===== src/rtl/sar_pkg.sv =====
package sar_pkg;
  typedef enum logic [1:0] {
    ST_IDLE = 2'd0,
    ST_SAMP = 2'd1,
    ST_CONV = 2'd2,
    ST_PRST = 2'd3
  } sar_state_e;
endpackage


===== src/rtl/sar_seq.sv =====
module sar_seq
  import sar_pkg::*;
#(
  parameter int NBITS = 11
) (
  input  logic             clk_i,
  input  logic             rst_ni,
  input  logic             start_ni,
  output sar_state_e       state_o,
  output logic [NBITS-1:0] sel_o,
  output logic             done_o
);
  localparam logic [NBITS-1:0] MSB_HOT = {1'b1, {(NBITS-1){1'b0}}};

  sar_state_e       state_q;
  logic [NBITS-1:0] sel_q;
  logic             done_q;

  always_ff @(posedge clk_i or negedge rst_ni) begin
    if (!rst_ni) begin
      state_q <= ST_IDLE;
      sel_q   <= '0;
      done_q  <= 1'b0;
    end else if (!start_ni) begin
      state_q <= ST_SAMP;
      sel_q   <= '0;
      done_q  <= 1'b0;
    end else begin
      done_q <= 1'b0;
      unique case (state_q)
        ST_IDLE: state_q <= ST_IDLE;
        ST_SAMP: begin
          state_q <= ST_CONV;
          sel_q   <= MSB_HOT;
        end
        ST_CONV: begin
          sel_q <= sel_q >> 1;
          if (sel_q[0]) begin
            state_q <= ST_PRST;
            done_q  <= 1'b1;
          end
        end
        ST_PRST: state_q <= ST_IDLE;
        default: state_q <= ST_IDLE;
      endcase
    end
  end

  assign state_o = state_q;
  assign sel_o   = sel_q;
  assign done_o  = done_q;
endmodule


===== src/rtl/sar_bit_cell.sv =====
module sar_bit_cell (
  input  logic clk_i,
  input  logic rst_ni,
  input  logic clr_i,
  input  logic cap_i,
  input  logic d_i,
  output logic dec_o,
  output logic res_o
);
  logic dec_q, res_q;

  always_ff @(posedge clk_i or negedge rst_ni) begin
    if (!rst_ni) begin
      dec_q <= 1'b0;
      res_q <= 1'b0;
    end else if (clr_i) begin
      dec_q <= 1'b0;
      res_q <= 1'b0;
    end else if (cap_i) begin
      dec_q <= d_i;
      res_q <= 1'b1;
    end
  end

  assign dec_o = dec_q;
  assign res_o = res_q;
endmodule


===== src/rtl/sar_sw_drv.sv =====
module sar_sw_drv #(
  parameter int NBITS = 11
) (
  input  logic             conv_i,
  input  logic [NBITS-1:0] sel_i,
  input  logic [NBITS-1:0] dec_i,
  input  logic [NBITS-1:0] res_i,
  output logic [NBITS-1:0] sw_p_o,
  output logic [NBITS-1:0] sw_n_o
);
  for (genvar i = 0; i < NBITS; i++) begin : g_drv
    // trial level on the bit under test, latched level on resolved bits
    assign sw_p_o[i] = conv_i & (res_i[i] ? dec_i[i] : sel_i[i]);
    assign sw_n_o[i] = conv_i & res_i[i] & ~dec_i[i];
  end
endmodule


===== src/rtl/sar_ctrl.sv =====
module sar_ctrl
  import sar_pkg::*;
#(
  parameter int NBITS = 11
) (
  input  logic             clk_i,
  input  logic             rst_ni,
  input  logic             start_ni,
  input  logic             cmp_i,
  input  logic             rev_i,
  output logic             strobe_o,
  output logic [NBITS-1:0] sw_p_o,
  output logic [NBITS-1:0] sw_n_o,
  output logic             rst_plate_o,
  output logic [NBITS-1:0] word_o,
  output logic             done_o
);
  sar_state_e       state;
  logic [NBITS-1:0] sel, dec, res;
  logic             conv, dbit;

  sar_seq #(.NBITS(NBITS)) u_seq (
    .clk_i   (clk_i),
    .rst_ni  (rst_ni),
    .start_ni(start_ni),
    .state_o (state),
    .sel_o   (sel),
    .done_o  (done_o)
  );

  assign conv = (state == ST_CONV);
  assign dbit = cmp_i ^ rev_i;

  for (genvar i = 0; i < NBITS; i++) begin : g_bit
    sar_bit_cell u_cell (
      .clk_i (clk_i),
      .rst_ni(rst_ni),
      .clr_i (~start_ni),
      .cap_i (conv & sel[i]),
      .d_i   (dbit),
      .dec_o (dec[i]),
      .res_o (res[i])
    );
  end

  sar_sw_drv #(.NBITS(NBITS)) u_drv (
    .conv_i(conv),
    .sel_i (sel),
    .dec_i (dec),
    .res_i (res),
    .sw_p_o(sw_p_o),
    .sw_n_o(sw_n_o)
  );

  assign strobe_o    = conv;
  assign rst_plate_o = (state == ST_PRST);
  assign word_o      = dec;
endmodule


===== config.mk =====
export PLATFORM = sky130hd
export DESIGN_NAME = sar_ctrl
export DESIGN_NICKNAME = d
export VERILOG_FILES = /design/src/rtl/sar_pkg.sv /design/src/rtl/sar_seq.sv /design/src/rtl/sar_bit_cell.sv /design/src/rtl/sar_sw_drv.sv /design/src/rtl/sar_ctrl.sv
export SDC_FILE = /design/constraint.sdc
export NUM_CORES = 1
export LEC_CHECK = 0
export BUFFER_PORTS_ARGS = -buffer_cell sky130_fd_sc_hd__buf_4
export CELL_PAD_IN_SITES_DETAIL_PLACEMENT = 1
export CELL_PAD_IN_SITES_GLOBAL_PLACEMENT = 2
export CORE_MARGIN = 2
export CORE_UTILIZATION = 34
export DETAILED_ROUTE_END_ITERATION = 7
export PLACE_DENSITY_LB_ADDON = 0.1
export SYNTH_ARGS = -nofsm -noshare
export SYNTH_HDL_FRONTEND = slang
export SYNTH_HIERARCHICAL = 1
export SYNTH_SLANG_ARGS = --single-unit

===== constraint.sdc =====
create_clock -name clk_i -period 1.94 [get_ports clk_i]
set_clock_uncertainty 0.2 [all_clocks]
set_input_delay 0.097 -clock clk_i [delete_from_list [all_inputs] [get_ports clk_i]]
set_output_delay 0.097 -clock clk_i [all_outputs]
set_load 0.01 [all_outputs]

==> impl_metrics.json <==
{
  "status": "complete, no violations",
  "synth-seq-cells": 36,
  "path_max_fanout": 10,
  "met1_length_um": 2000,
  "cp.required_ns": 1.64,
  "seq_area_um2": 902,
  "dp_hpwl_um": 3010,
  "overflow": 0,
  "die_y_um": 76.7,
  "path_clk_slew_ns": 0.07,
  "p_per_area_nw_per_um2": 653,
  "start_kind": "flip-flop",
  "yosysSeqAreaShare": 0.502,
  "report.final.slew_viol_count": 0,
  "cts_setup_buffers": 0,
  "dp.cells": 272,
  "area_growth_pct": 27.5,
  "core_area_um2": 5110,
  "arrival_ns": 1.54,
  "drc": 0,
  "relSlewSlack": 0.305,
  "reg2reg_slack_ns": 0.22,
  "tightest_slew_ns": 1.04,
  "grt_antenna_before_repair": 0,
  "vias": 1386,
  "grtUsageTotal": 0.162,
  "final_common_cell": "buf_4",
  "cts_tree": "yes",
  "hold_viol": 0,
  "final_cell_mix": "buf_4 (43), dfrtp_1 (35), nor2_1 (34)",
  "top_layer": "met4",
  "setup_tns_ns": 0,
  "end_kind": "primary output",
  "cts.path.max_buffers": 2,
  "wl_per_cell_um": 15.4,
  "reg2reg_depth": 5,
  "cts_made_buffers": 5,
  "drt_pass1_iterations": 4,
  "met2WireLength_um": 2120,
  "via_per_inst": 4.91,
  "crit_type": "reg2out",
  "rsz0062_at_grt": "no",
  "antennaDiodeCount": 0,
  "grt_max_degree": 37,
  "fin_cells": 282,
  "avgSynthCellArea_um2": 11.0,
  "die_width_um": 76.7,
  "start_util": 0.352,
  "ant_nets": 0,
  "design.die.area_um2": 5880,
  "grt_pass1_wl_um": 7470,
  "grt_pass1_vias": 1456,
  "h-tree-depth": 2,
  "r2r-end": "u_seq/sel_o[0]$_DFFE_PN0P_",
  "clock.fmax_ghz": 0.545,
  "yosys_warnings": 6,
  "synth_cell_types": 24,
  "drive_gt1_frac": 0.269,
  "timing.final.crit_period_ns": 1.84,
  "timing.rr.start": "u_seq/state_o[0]$_DFFE_PN0P_",
  "multiInputGateArea_um2": 826,
  "first_iter_violations": 26,
  "p_leak_nw": 1.12,
  "rows": 26,
  "max-vdd-ir-drop_mv": 0.298,
  "fill_cells": 566,
  "fin_nets": 218,
  "ios": 41,
  "setup_violations": 0,
  "hold_path.class": "in2async",
  "fin_total_pwr_w": 0.00149,
  "post-place-ws_ns": 0.155,
  "port_buffers": 40,
  "gp_congestion": 0.781,
  "cap_violations": 0,
  "synth_fp_nets": 170,
  "wl_met3_um": 165,
  "syn-cell-area_um2": 1800,
  "cts_root_buf": "clkbuf_8",
  "setup_ws_ns": 0.104,
  "cts.sink_count": 36,
  "timing.final.crit_share": 0.946,
  "wl_um": 4330,
  "insertion_delay_ns": 0.28,
  "synthCells": 163
}
how the worst max path moves through the flow:
stage	cells after the start	slack, ns	startpoint	end
2_1_floorplan	4	0.36	u_seq/state_o[1]$_DFFE_PN0P_	sw_p_o[0]
3_3_place_gp	4	0.28	rev_i	g_bit[1].u_cell/dec_o$_DFFE_PN0P_
3_5_place_dp	4	0.15	rev_i	g_bit[1].u_cell/dec_o$_DFFE_PN0P_
4_1_cts	5	0.0007	u_seq/state_o[1]$_DFFE_PN0P_	sw_n_o[9]
5_1_grt	5	0.02	u_seq/state_o[1]$_DFFE_PN0P_	sw_p_o[7]
6_report	5	0.10	u_seq/state_o[1]$_DFFE_PN0P_	sw_n_o[3]
synthesized netlist by cell type:
| cell type | n | share of area |
|---|---|---|
| a31o_2 | 1 | 0.0049 |
| ha_1 | 2 | 0.014 |
| and3_2 | 2 | 0.0084 |
| nand2_1 | 3 | 0.0063 |
| buf_4 | 4 | 0.017 |
| nand2b_1 | 1 | 0.0035 |
| inv_1 | 4 | 0.0084 |
| and2_1 | 1 | 0.0035 |
| nor3b_1 | 1 | 0.0042 |
| a211oi_1 | 1 | 0.0042 |
| and2_2 | 1 | 0.0042 |
| buf_6 | 2 | 0.013 |
| o21ai_0 | 1 | 0.0028 |
| dfrtp_1 | 36 | 0.50 |
| clkinv_1 | 1 | 0.0021 |
| a21oi_1 | 1 | 0.0028 |
| a32o_1 | 8 | 0.045 |
| nor2_1 | 34 | 0.071 |
| or3b_1 | 1 | 0.0049 |
| and3b_1 | 21 | 0.10 |
| nor2b_1 | 13 | 0.045 |
| o21a_1 | 1 | 0.0042 |
| mux2i_1 | 22 | 0.12 |
| xor2_1 | 1 | 0.0049 |
sequential cells by signal, summed over array words and instances, names as in the netlist:
name / cells
u_seq/state_o: 2
u_seq/done_o: 1
g_bit.u_cell/res_o: 11
u_seq/sel_o: 11
g_bit.u_cell/dec_o: 11
per-stage QoR:
step / hold WS, ns / instance area, µm² / utilization
CTS: 0.122 / 2280 / 0.446
global placement: -0.119 / 2170 / 0.425
global route: 0.160 / 2290 / 0.448
finish: 0.113 / 2290 / 0.448
floorplan: -0.399 / 1800 / -
detailed placement: -0.115 / 2170 / 0.425
timing repair:
item                       in CTS  in global routing
gates resized for setup         1                  3
setup endpoints to repair      14                 18
hold buffers                    2                  0
hold endpoints to repair       40                  0
kinds of logic after synthesis:
family,Yosys count,share of synthesized area
compound gates,13,0.0634
simple gates,78,0.254
flops,36,0.502
mux,22,0.123
xor+xnor,1,0.00488
buf+inv,11,0.0397
fa+ha+maj,2,0.0139
worst max-delay path, cell delays in order (launching register included):
cell     delay (ns)
dfrtp_2        0.45
buf_6          0.16
nor2b_2        0.16
buf_4          0.17
and3b_1        0.18
buf_4          0.14
report_power, final:
group	leakage [nW]	internal [W]	switching, W
sequential	0.497	0.000762	0.0000161
combinational	0.577	0.0000675	0.000106
clock	0.0455	0.000290	0.000253
total	1.12	0.00112	0.000376
routing by layer:
layer  global-route usage  vias up
met2                0.264       28
met4               0.0436        0
li1                     -      658
met5                    0        -
met1                0.216      694
met3               0.0400        6
area by class of cell:
| type | count | area share |
|---|---|---|
| timing repair buffer | 47 | 0.160 |
| tap | 70 | 0.0383 |
| multi-input combinational | 116 | 0.361 |
| clock buffer | 8 | 0.0393 |
| sequential | 36 | 0.394 |
| inverter | 5 | 0.00820 |
No activity file was read; power rests on OpenSTA's default activity.
